File: src/rtl/rxr_pkg.sv
package rxr_pkg;
  // descriptor layout: byte offsets of the words
  localparam int CTRL_OFS = 0;
  localparam int SIZE_OFS = 4;
  localparam int BUF_OFS  = 8;
  localparam int STRIDE_LG = 4;
  // control/status word bits
  localparam int OWN_BIT   = 31;
  localparam int BADBUF_BIT = 30;
  localparam int TRUNC_BIT = 29;
  localparam int FERR_BIT  = 28;
  // size word bits
  localparam int EOR_BIT   = 31;

  typedef enum logic [2:0] {
    ST_IDLE, ST_RD_CTRL, ST_RD_SIZE, ST_RD_BUF, ST_DATA, ST_DROP, ST_WB
  } rxr_state_e;
endpackage

File: src/rtl/rxr_ring_ptr.sv
module rxr_ring_ptr #(
  parameter int ADDR_W = 32,
  parameter int IDX_W  = 8
) (
  input  logic              clk,
  input  logic              rst,
  input  logic              ring_init,
  input  logic [ADDR_W-1:0] ring_base,
  input  logic              advance,
  input  logic              wrap,
  output logic [ADDR_W-1:0] desc_addr
);
  import rxr_pkg::*;

  logic [ADDR_W-1:0] base_q;
  logic [IDX_W-1:0]  idx_q;

  always_ff @(posedge clk) begin
    if (rst) begin
      base_q <= '0;
      idx_q  <= '0;
    end else if (ring_init) begin
      base_q <= ring_base;
      idx_q  <= '0;
    end else if (advance) begin
      idx_q <= wrap ? '0 : idx_q + 1'b1;
    end
  end

  assign desc_addr = base_q + (ADDR_W'(idx_q) << STRIDE_LG);

  a_r10_init_clears: assert property (@(posedge clk) disable iff (rst)
    ring_init |=> (idx_q == '0));
  a_r9_wrap_to_base: assert property (@(posedge clk) disable iff (rst)
    (advance && wrap && !ring_init) |=> (desc_addr == base_q));
endmodule

File: src/rtl/rxr_byte_lane.sv
module rxr_byte_lane #(
  parameter int ADDR_W      = 32,
  parameter int DATA_W      = 32,
  parameter int LEN_W       = 16,
  parameter int DEFAULT_BUF = 1536
) (
  input  logic                clk,
  input  logic                rst,
  input  logic                load,
  input  logic [ADDR_W-1:0]   buf_addr,
  input  logic [LEN_W-1:0]    size_field,
  input  logic                step,
  output logic [ADDR_W-1:0]   waddr,
  output logic [DATA_W/8-1:0] wstrb,
  output logic [LEN_W-1:0]    cnt,
  output logic                full,
  output logic                addr_ok
);
  localparam int LANES   = DATA_W / 8;
  localparam int LANE_LG = (LANES > 1) ? $clog2(LANES) : 1;

  logic [ADDR_W-1:0] cur_q;
  logic [LEN_W-1:0]  cnt_q;
  logic [LEN_W-1:0]  limit_q;

  always_ff @(posedge clk) begin
    if (rst) begin
      cur_q   <= '0;
      cnt_q   <= '0;
      limit_q <= '0;
    end else if (load) begin
      cur_q   <= buf_addr;
      cnt_q   <= '0;
      limit_q <= (size_field == '0) ? LEN_W'(DEFAULT_BUF) : size_field;
    end else if (step) begin
      cur_q <= cur_q + 1'b1;
      cnt_q <= cnt_q + 1'b1;
    end
  end

  // buffer must be halfword aligned but not word aligned
  assign addr_ok = (buf_addr[1:0] == 2'b10);
  assign waddr   = {cur_q[ADDR_W-1:LANE_LG], {LANE_LG{1'b0}}};
  assign wstrb   = LANES'(1) << cur_q[LANE_LG-1:0];
  assign cnt     = cnt_q;
  assign full    = (cnt_q >= limit_q);

  a_r6_cnt_bound: assert property (@(posedge clk) disable iff (rst)
    cnt_q <= limit_q);
  a_r6_no_step_full: assert property (@(posedge clk) disable iff (rst)
    step |-> !full);
endmodule

File: src/rtl/rxr_engine.sv
module rxr_engine #(
  parameter int ADDR_W      = 32,
  parameter int DATA_W      = 32,
  parameter int IDX_W       = 8,
  parameter int LEN_W       = 16,
  parameter int DEFAULT_BUF = 1536
) (
  input  logic                clk,
  input  logic                rst,
  input  logic                rx_en,
  input  logic                ring_init,
  input  logic [ADDR_W-1:0]   ring_base,
  input  logic                s_valid,
  input  logic [7:0]          s_data,
  input  logic                s_last,
  input  logic                s_err,
  output logic                s_ready,
  output logic                m_req,
  output logic                m_we,
  output logic [ADDR_W-1:0]   m_addr,
  output logic [DATA_W-1:0]   m_wdata,
  output logic [DATA_W/8-1:0] m_wstrb,
  input  logic                m_ack,
  input  logic [DATA_W-1:0]   m_rdata
);
  import rxr_pkg::*;

  localparam int LANES = DATA_W / 8;

  rxr_state_e        state_q;
  logic [ADDR_W-1:0] desc_addr;
  logic [LEN_W-1:0]  size_q;
  logic              eor_q, ferr_q, trunc_q, bad_q, last_q, wb_pend_q;

  logic [ADDR_W-1:0] lane_waddr;
  logic [LANES-1:0]  lane_strb;
  logic [LEN_W-1:0]  lane_cnt;
  logic              lane_full, lane_ok;
  logic              lane_load, lane_step, advance, accept;
  logic [DATA_W-1:0] wb_word;

  assign s_ready = ((state_q == ST_DATA) && !m_req && !last_q) ||
                   (state_q == ST_DROP);
  assign accept    = s_valid && s_ready;
  assign lane_load = (state_q == ST_RD_BUF) && m_ack;
  assign lane_step = (state_q == ST_DATA) && accept && !lane_full;
  assign advance   = (state_q == ST_WB) && m_ack;

  always_comb begin
    wb_word             = '0;
    wb_word[LEN_W-1:0]  = lane_cnt;
    wb_word[FERR_BIT]   = ferr_q;
    wb_word[TRUNC_BIT]  = trunc_q;
    wb_word[BADBUF_BIT] = bad_q;
    wb_word[OWN_BIT]    = 1'b0;
  end

  rxr_ring_ptr #(.ADDR_W(ADDR_W), .IDX_W(IDX_W)) u_ptr (
    .clk(clk), .rst(rst), .ring_init(ring_init), .ring_base(ring_base),
    .advance(advance), .wrap(eor_q), .desc_addr(desc_addr)
  );

  rxr_byte_lane #(.ADDR_W(ADDR_W), .DATA_W(DATA_W), .LEN_W(LEN_W),
                  .DEFAULT_BUF(DEFAULT_BUF)) u_lane (
    .clk(clk), .rst(rst), .load(lane_load), .buf_addr(m_rdata[ADDR_W-1:0]),
    .size_field(size_q), .step(lane_step), .waddr(lane_waddr),
    .wstrb(lane_strb), .cnt(lane_cnt), .full(lane_full), .addr_ok(lane_ok)
  );

  always_ff @(posedge clk) begin
    if (rst) begin
      state_q   <= ST_IDLE;
      m_req     <= 1'b0;
      m_we      <= 1'b0;
      m_addr    <= '0;
      m_wdata   <= '0;
      m_wstrb   <= '0;
      size_q    <= '0;
      eor_q     <= 1'b0;
      ferr_q    <= 1'b0;
      trunc_q   <= 1'b0;
      bad_q     <= 1'b0;
      last_q    <= 1'b0;
      wb_pend_q <= 1'b0;
    end else begin
      case (state_q)
        ST_IDLE: begin
          if (rx_en && s_valid && !ring_init) begin
            m_req     <= 1'b1;
            m_we      <= 1'b0;
            m_addr    <= desc_addr + ADDR_W'(CTRL_OFS);
            ferr_q    <= 1'b0;
            trunc_q   <= 1'b0;
            bad_q     <= 1'b0;
            last_q    <= 1'b0;
            wb_pend_q <= 1'b0;
            state_q   <= ST_RD_CTRL;
          end
        end
        ST_RD_CTRL: begin
          if (m_ack) begin
            if (m_rdata[OWN_BIT]) begin
              m_addr  <= desc_addr + ADDR_W'(SIZE_OFS);
              state_q <= ST_RD_SIZE;
            end else begin
              m_req   <= 1'b0;
              state_q <= ST_DROP;
            end
          end
        end
        ST_RD_SIZE: begin
          if (m_ack) begin
            size_q  <= m_rdata[LEN_W-1:0];
            eor_q   <= m_rdata[EOR_BIT];
            m_addr  <= desc_addr + ADDR_W'(BUF_OFS);
            state_q <= ST_RD_BUF;
          end
        end
        ST_RD_BUF: begin
          if (m_ack) begin
            m_req <= 1'b0;
            if (lane_ok) begin
              state_q <= ST_DATA;
            end else begin
              bad_q     <= 1'b1;
              wb_pend_q <= 1'b1;
              state_q   <= ST_DROP;
            end
          end
        end
        ST_DATA: begin
          if (m_req && m_ack) begin
            m_req <= 1'b0;
            m_we  <= 1'b0;
          end else if (!m_req && last_q) begin
            m_req   <= 1'b1;
            m_we    <= 1'b1;
            m_addr  <= desc_addr + ADDR_W'(CTRL_OFS);
            m_wdata <= wb_word;
            m_wstrb <= '1;
            state_q <= ST_WB;
          end
          if (accept) begin
            ferr_q <= ferr_q | s_err;
            last_q <= s_last;
            if (!lane_full) begin
              m_req   <= 1'b1;
              m_we    <= 1'b1;
              m_addr  <= lane_waddr;
              m_wdata <= {LANES{s_data}};
              m_wstrb <= lane_strb;
            end else begin
              trunc_q <= 1'b1;
            end
          end
        end
        ST_DROP: begin
          if (accept && s_last) begin
            if (wb_pend_q) begin
              m_req   <= 1'b1;
              m_we    <= 1'b1;
              m_addr  <= desc_addr + ADDR_W'(CTRL_OFS);
              m_wdata <= wb_word;
              m_wstrb <= '1;
              state_q <= ST_WB;
            end else begin
              state_q <= ST_IDLE;
            end
          end
        end
        ST_WB: begin
          if (m_ack) begin
            m_req   <= 1'b0;
            m_we    <= 1'b0;
            state_q <= ST_IDLE;
          end
        end
        default: state_q <= ST_IDLE;
      endcase
    end
  end

  a_r11_req_hold: assert property (@(posedge clk) disable iff (rst)
    (m_req && !m_ack) |=> (m_req && $stable(m_addr) && $stable(m_we)));
  a_r12_ready_excl: assert property (@(posedge clk) disable iff (rst)
    s_ready |-> !m_req);
  a_r12_idle_disabled: assert property (@(posedge clk) disable iff (rst)
    (state_q == ST_IDLE && !rx_en) |=> !m_req);
  a_r3_one_lane: assert property (@(posedge clk) disable iff (rst)
    (m_req && m_we && state_q == ST_DATA) |-> ($countones(m_wstrb) == 1));
  a_r4_wb_release: assert property (@(posedge clk) disable iff (rst)
    (m_req && m_we && state_q == ST_WB) |-> (!m_wdata[OWN_BIT] && (&m_wstrb)));
endmodule

File: config.mk
export PLATFORM = sky130hd
export DESIGN_NAME = rxr_engine
export DESIGN_NICKNAME = d
export VERILOG_FILES = /design/src/rtl/rxr_pkg.sv /design/src/rtl/rxr_ring_ptr.sv /design/src/rtl/rxr_byte_lane.sv /design/src/rtl/rxr_engine.sv
export SDC_FILE = /design/constraint.sdc
export NUM_CORES = 1
export LEC_CHECK = 0
export BUFFER_PORTS_ARGS = -buffer_cell sky130_fd_sc_hd__buf_2
export CORE_MARGIN = 2
export CORE_UTILIZATION = 53
export DETAILED_ROUTE_END_ITERATION = 10
export PLACE_DENSITY = 0.87
export REMOVE_ABC_BUFFERS = 1
export SLEW_MARGIN = 10
export SYNTH_ARGS = -nofsm -noshare
export SYNTH_HDL_FRONTEND = slang
export SYNTH_SLANG_ARGS = --single-unit
File: constraint.sdc
create_clock -name clk -period 3 [get_ports clk]
set_clock_uncertainty 0.05 [all_clocks]
set_input_delay 0.3 -clock clk [delete_from_list [all_inputs] [get_ports clk]]
set_output_delay 0.3 -clock clk [all_outputs]
set_load 0.05 [all_outputs]
After elaboration in Yosys (flattened, before gate mapping)
Cells that the tools add are included.
Operators by class
  add/sub/neg operators: 6
  order comparisons: 1
  equality and inequality tests: 22
  shift-type cells: 1
  muxes and demuxes: 68
  bitwise gates (word level): 1
  reduce and logical (&&, ||, !) cells: 38
Operator list (number)
  2-to-1 mux 32 bit: 18
  case mux 32 bit (5 select lines): 1
  case mux 32 bit (2 select lines): 1
  adder 32 x 1 -> 32 bit (second input constant): 1
  adder 32 x 12 -> 32 bit: 1
  adder 32 x 3 -> 32 bit (second input constant): 1
  adder 32 x 4 -> 32 bit (second input constant): 1
  2-to-1 mux 3 bit: 10
  2-to-1 mux 4 bit: 6
  inequality test 2 bit (second input constant): 12
  2-to-1 mux 1 bit: 22
  case mux 3 bit (7 select lines): 1
  adder 16 x 1 -> 16 bit (second input constant): 1
  greater-or-equal comparator 16 bit: 1
  zero test 16 bit: 1
  2-to-1 mux 16 bit: 1
  AND reduction 7 bit: 2
  logical AND 1 bit: 12
  nonzero test 5 bit: 2
  == test 3 bit (second input constant): 3
  adder 8 x 1 -> 8 bit (second input constant): 1
  2-to-1 mux 8 bit: 1
  case mux 1 bit (2 select lines): 4
  case mux 4 bit (2 select lines): 1
  19 further kinds: 32
Storage, ports and cells
  bits in registers: 198
  input port bits: 80
  output and inout port bits: 71
  logic and storage cells: 154

Logic depth before layout (Yosys ltp)
  depth after elaboration: 9
  depth in mapped cells: 13
  depth with buffers taken out: 10

Modules after synthesis
A second synthesis with hierarchy kept.
Unflattened totals
  cell total of the unflattened synthesis: 1518
  area total of the unflattened synthesis: 12268.0 um^2
By module, submodules not included
  rxr_engine: instances 1, cells an instance 813, area an instance 6208.5 um^2, sequential area each 1881.8 um^2
  rxr_byte_lane: instances 1, cells an instance 468, area an instance 3883.7 um^2, sequential area each 1281.2 um^2
  rxr_ring_ptr: instances 1, cells an instance 237, area an instance 2175.8 um^2, sequential area each 800.8 um^2

Worst setup path after synthesis
Ideal clock, no wire load.
  path type: register to register
  start point: register u_ptr.idx_q[0]
  end point: register m_addr[19]
  library setup time: 0.124 ns
  arrival time: 3.089 ns
  required time: 2.826 ns
  path slack: -0.264 ns
  stages on the path, launching flop included: 14
  path buffers: 3
  clock period less this slack: 3.264 ns
  cell sequence: dfxtp_1 > ha_1 > fa_1 > a211oi_2 > o211ai_2 > buf_2 > a222oi_1 > and4_1 > buf_6 > and4_1 > buf_4 > o211ai_1 > a221oi_2 > a21oi_1
On the way
  cells in the longest elaborated chain, start to end: 6
  elaborated cells on any way between the ends: 14
  classes of those cells: add/sub: 3; mux: 11
Ends and longest elaborated chain
  from (decl): RTL line rxr_ring_ptr.sv:16  | logic [IDX_W-1:0] idx_q;
  from (signal assigned): RTL line rxr_ring_ptr.sv:26  | idx_q <= wrap ? '0 : idx_q + 1'b1;
  adder 32 x 12 -> 32 bit (*): RTL line rxr_ring_ptr.sv:30  | assign desc_addr = base_q + (ADDR_W'(idx_q) << STRIDE_LG);
  branches (longest 4 deep; another with adder 32 x 3 -> 32 bit)
  case mux 32 bit (5 select lines) (*): RTL line rxr_engine.sv:86  | case (state_q)
  to (signal assigned): RTL line rxr_engine.sv:91  | m_addr <= desc_addr + ADDR_W'(CTRL_OFS);
  to (signal assigned): RTL line rxr_engine.sv:138  | m_addr <= desc_addr + ADDR_W'(CTRL_OFS);
  to (signal assigned): RTL line rxr_engine.sv:149  | m_addr <= lane_waddr;
  to (decl): RTL line rxr_engine.sv:20  | output logic [ADDR_W-1:0] m_addr,
Every way passes the cells marked *. The select of a mux whose other input is x is not followed.
A chain may end at the register's enable or synchronous reset.

Worst setup path in the final report
  start point: register u_ptr.base_q[4]
  end point: register m_addr[28]
On the way
  cells in the longest elaborated chain, start to end: 6
  elaborated cells on any way between the ends: 14
  classes of those cells: add/sub: 3; mux: 11
Ends and longest elaborated chain
  from (decl): RTL line rxr_ring_ptr.sv:15  | logic [ADDR_W-1:0] base_q;
  from (signal assigned): RTL line rxr_ring_ptr.sv:23  | base_q <= ring_base;
  adder 32 x 12 -> 32 bit (*): RTL line rxr_ring_ptr.sv:30
  branches (longest 4 deep; another with adder 32 x 3 -> 32 bit)
  case mux 32 bit (5 select lines) (*): RTL line rxr_engine.sv:86
Marks and branches as above.

==> flow_summary.ini <==
[critical_path]
worst-r2r-cell-count = 12
endpoint_kind = flip-flop
r2r-end = m_addr[28]
rrSetupSlack_ns = -0.04
required_ns = 3.34
startpoint = u_ptr.base_q[4]
cp-start-kind = flip-flop
cp_max_fo = 6
r2r-start = u_ptr.base_q[4]
criticalPathCategory = flip-flop to flip-flop
arrival_ns = 3.38
cp-endpoint = m_addr[28]

[place]
routabilityCongestion = 0.9717
dp_cells = 2019
place_ws_ns = -0.2853
io_buffer_count = 150
dp_hpwl_um = 29880
dpl-instance-area_um2 = 13750

[finish]
post-route-cell-area_um2 = 14940
final_nets = 1889
num_antenna_cells = 0
final_cell_count_no_fill = 2069
postLayoutCoreUtil_pct = 68.05
syn_to_final_growth_pct = 25.41
layout-drive-gt1-share_pct = 25.88

[clock_tree]
numClockSinks = 198
clock_latency_ns = 0.45
clkTransAtPathRegs_ns = 0.08
cts_tree = done
clockBufferDepth = 2
cts_buffers = 17
cts_max_level = 4
ctsRootBufferMaster = clkbuf_16

[detailed_routing]
ant_nets = 0
vias_per_cell = 6.481
drt_iter0_drc = 1695
wl_per_cell_um = 20.34
drt-total-wl_um = 42080
routed.top_layer = met4
met3_wirelength_um = 4560
dr_wl_met2_um = 19220
num_vias = 13410
drt_first_pass_iters = 6
drc = 0
wl_met1_um = 16560

[global_routing]
grt_pass1_wl_um = 64430
antenna_found_initial = 0
grt_max_degree = 123
overflow = 0
grtUsageTotal_pct = 33.73
first_global_vias = 12198

[timing]
setup_viol = 4
setup_ws_ns = -0.03988
worst_hold_slack_ns = 0.02219
fin_crit_sh_pct = 101.3
hold_violations = 0
rsz0062_at_grt = yes
timing.setup.tns_ns = -0.07282
clock.fmax_mhz = 329.0
slew_violations = 0
tightest_slew_ns = 0.8566
slew_headroom_pct = 42.64
period_needed_ns = 3.040

[power_and_ir_drop]
pwr_density_cell_nw_per_um2 = 581.0
totalPowerFinal_mw = 8.681
power.leakage_nw = 5.999
peakVddDrop_mv = 0.9106

[floorplan]
die_x_um = 153.9
coreArea_um2 = 21960
rows = 54
top_level_ports = 151
dieHeight_um = 153.9
start_util_pct = 54.26
die_area_um2 = 23690

[status]
status = finished with violations
violations = setup timing

[logic_synthesis]
synth-edff-count = 0
synth.cell_area_um2 = 11910
synth_seq_cells = 198
synthTopCellsByArea = dfxtp_1 33%, nand2_1 6.3%, nor2_1 5.7%
syn-instance-count = 1543
avgSynthCellArea_um2 = 7.721
yosysUniqueCellTypes = 96
ys_seq_area_share_pct = 33.27
synth_most_common_cell = nand2_1
yosys_most_used_dff = dfxtp_1
yosys_warnings = 0
synth_top_area_share_pct = 33.27
synth_area_leader_cell = dfxtp_1
synth_commonest_cells = 201 x nand2_1, 198 x dfxtp_1, 180 x nor2_1
synthArstFlopShare_pct = 0

[job]
maxCapViolCount = 0

[worst_hold_path]
holdCritPathClass = primary input to flip-flop
==> layout make-up <==
| cell class | count | area [um^2] |
|---|---|---|
| multi-input combinational | 1202 | 7745 |
| timing repair buffer | 319 | 2115 |
| clock buffer | 19 | 442.9 |
| inverter | 38 | 142.6 |
| tap | 280 | 350.3 |
| clock inverter | 13 | 177.7 |
| fill | 1709 | 7017 |
| sequential | 198 | 3969 |
==> repair_timing <==
item                                    CTS  global route
hold buffers                              0             0
buffers inserted                          5            14
gates resized for setup                  28            59
pin swaps                                19            52
endpoints found under the setup margin   25            70
==> cell families after synthesis <==
group	after synthesis	synth area share (%)
AOI/OAI and AO/OA	440	24.71
xor gates and xnor gates	60	4.474
adders and majority gates	33	3.529
buffers and inverters	143	5.304
DFF	198	33.27
muxes	47	4.012
and+or+nand+nor	622	24.70
==> power breakdown <==
| part | total [mW] | switching (mW) | internal, mW | leakage [nW] |
|---|---|---|---|---|
| clock | 2.44 | 1.21 | 1.23 | 0.301 |
| combinational | 3.00 | 2.06 | 0.940 | 4.09 |
| sequential | 3.24 | 0.345 | 2.89 | 1.61 |
| total | 8.68 | 3.62 | 5.06 | 6.00 |
==> critical path: stages (launching register included) <==
cell and delay, ns:
dfxtp_2 0.35, ha_4 0.17, fa_2 0.37, buf_6 0.14, a211oi_2 0.19, o211ai_2 0.18
buf_6 0.18, and2_4 0.16, mux2_4 0.20, a41o_4 0.22, nand3_2 0.10, or4_1 0.52
a31oi_1 0.17
==> routing by layer <==
metal,track usage [%],vias up
met4,14.11,0
met1,43.52,6242
met3,6.962,144
met2,55.08,924
met5,0,-
li1,-,6100
==> registers in the layout, indices dropped and copies added, names as in the netlist <==
| register | count |
|---|---|
| m_addr | 32 |
| u_ptr.base_q | 32 |
| state_q | 3 |
| m_wstrb | 4 |
| m_req | 1 |
| u_lane.cnt | 16 |
| trunc_q | 1 |
| ferr_q | 1 |
| eor_q | 1 |
| last_q | 1 |
| m_wdata | 32 |
| u_lane.cur_q | 32 |
| wb_pend_q | 1 |
| u_ptr.idx_q | 8 |
| size_q | 16 |
| u_lane.limit_q | 16 |
| m_we | 1 |
==> how the worst min path moves through the flow <==
stage / slack (ns) / depth (start not counted) / end / start
after CTS: 0.03 / 3 / u_ptr.base_q[25] / ring_base[25]
final: 0.02 / 3 / u_ptr.base_q[25] / ring_base[25]
after floorplan: 0.32 / 1 / eor_q / rst
after global placement: 0.39 / 2 / m_wdata[23] / m_wdata[23]
after detailed placement: 0.39 / 2 / m_wdata[24] / m_wdata[24]
after global routing: 0.03 / 3 / u_ptr.base_q[27] / ring_base[27]
==> placed cells by master, fill, tap and decap left out, types with 23 or more instances in the layout <==
cell,instances
xor2_1,31
nor3_1,23
o211ai_1,26
a31oi_1,31
nor2_1,174
xnor2_1,25
nand2_1,199
nand3_1,52
dfxtp_1,194
nand4_1,33
inv_1,37
buf_2,149
mux2i_1,44
ha_1,29
buf_4,157
o21ai_0,101
a211oi_1,27
and3_1,27
a21oi_1,95
Power figures use the tool's default switching activity.
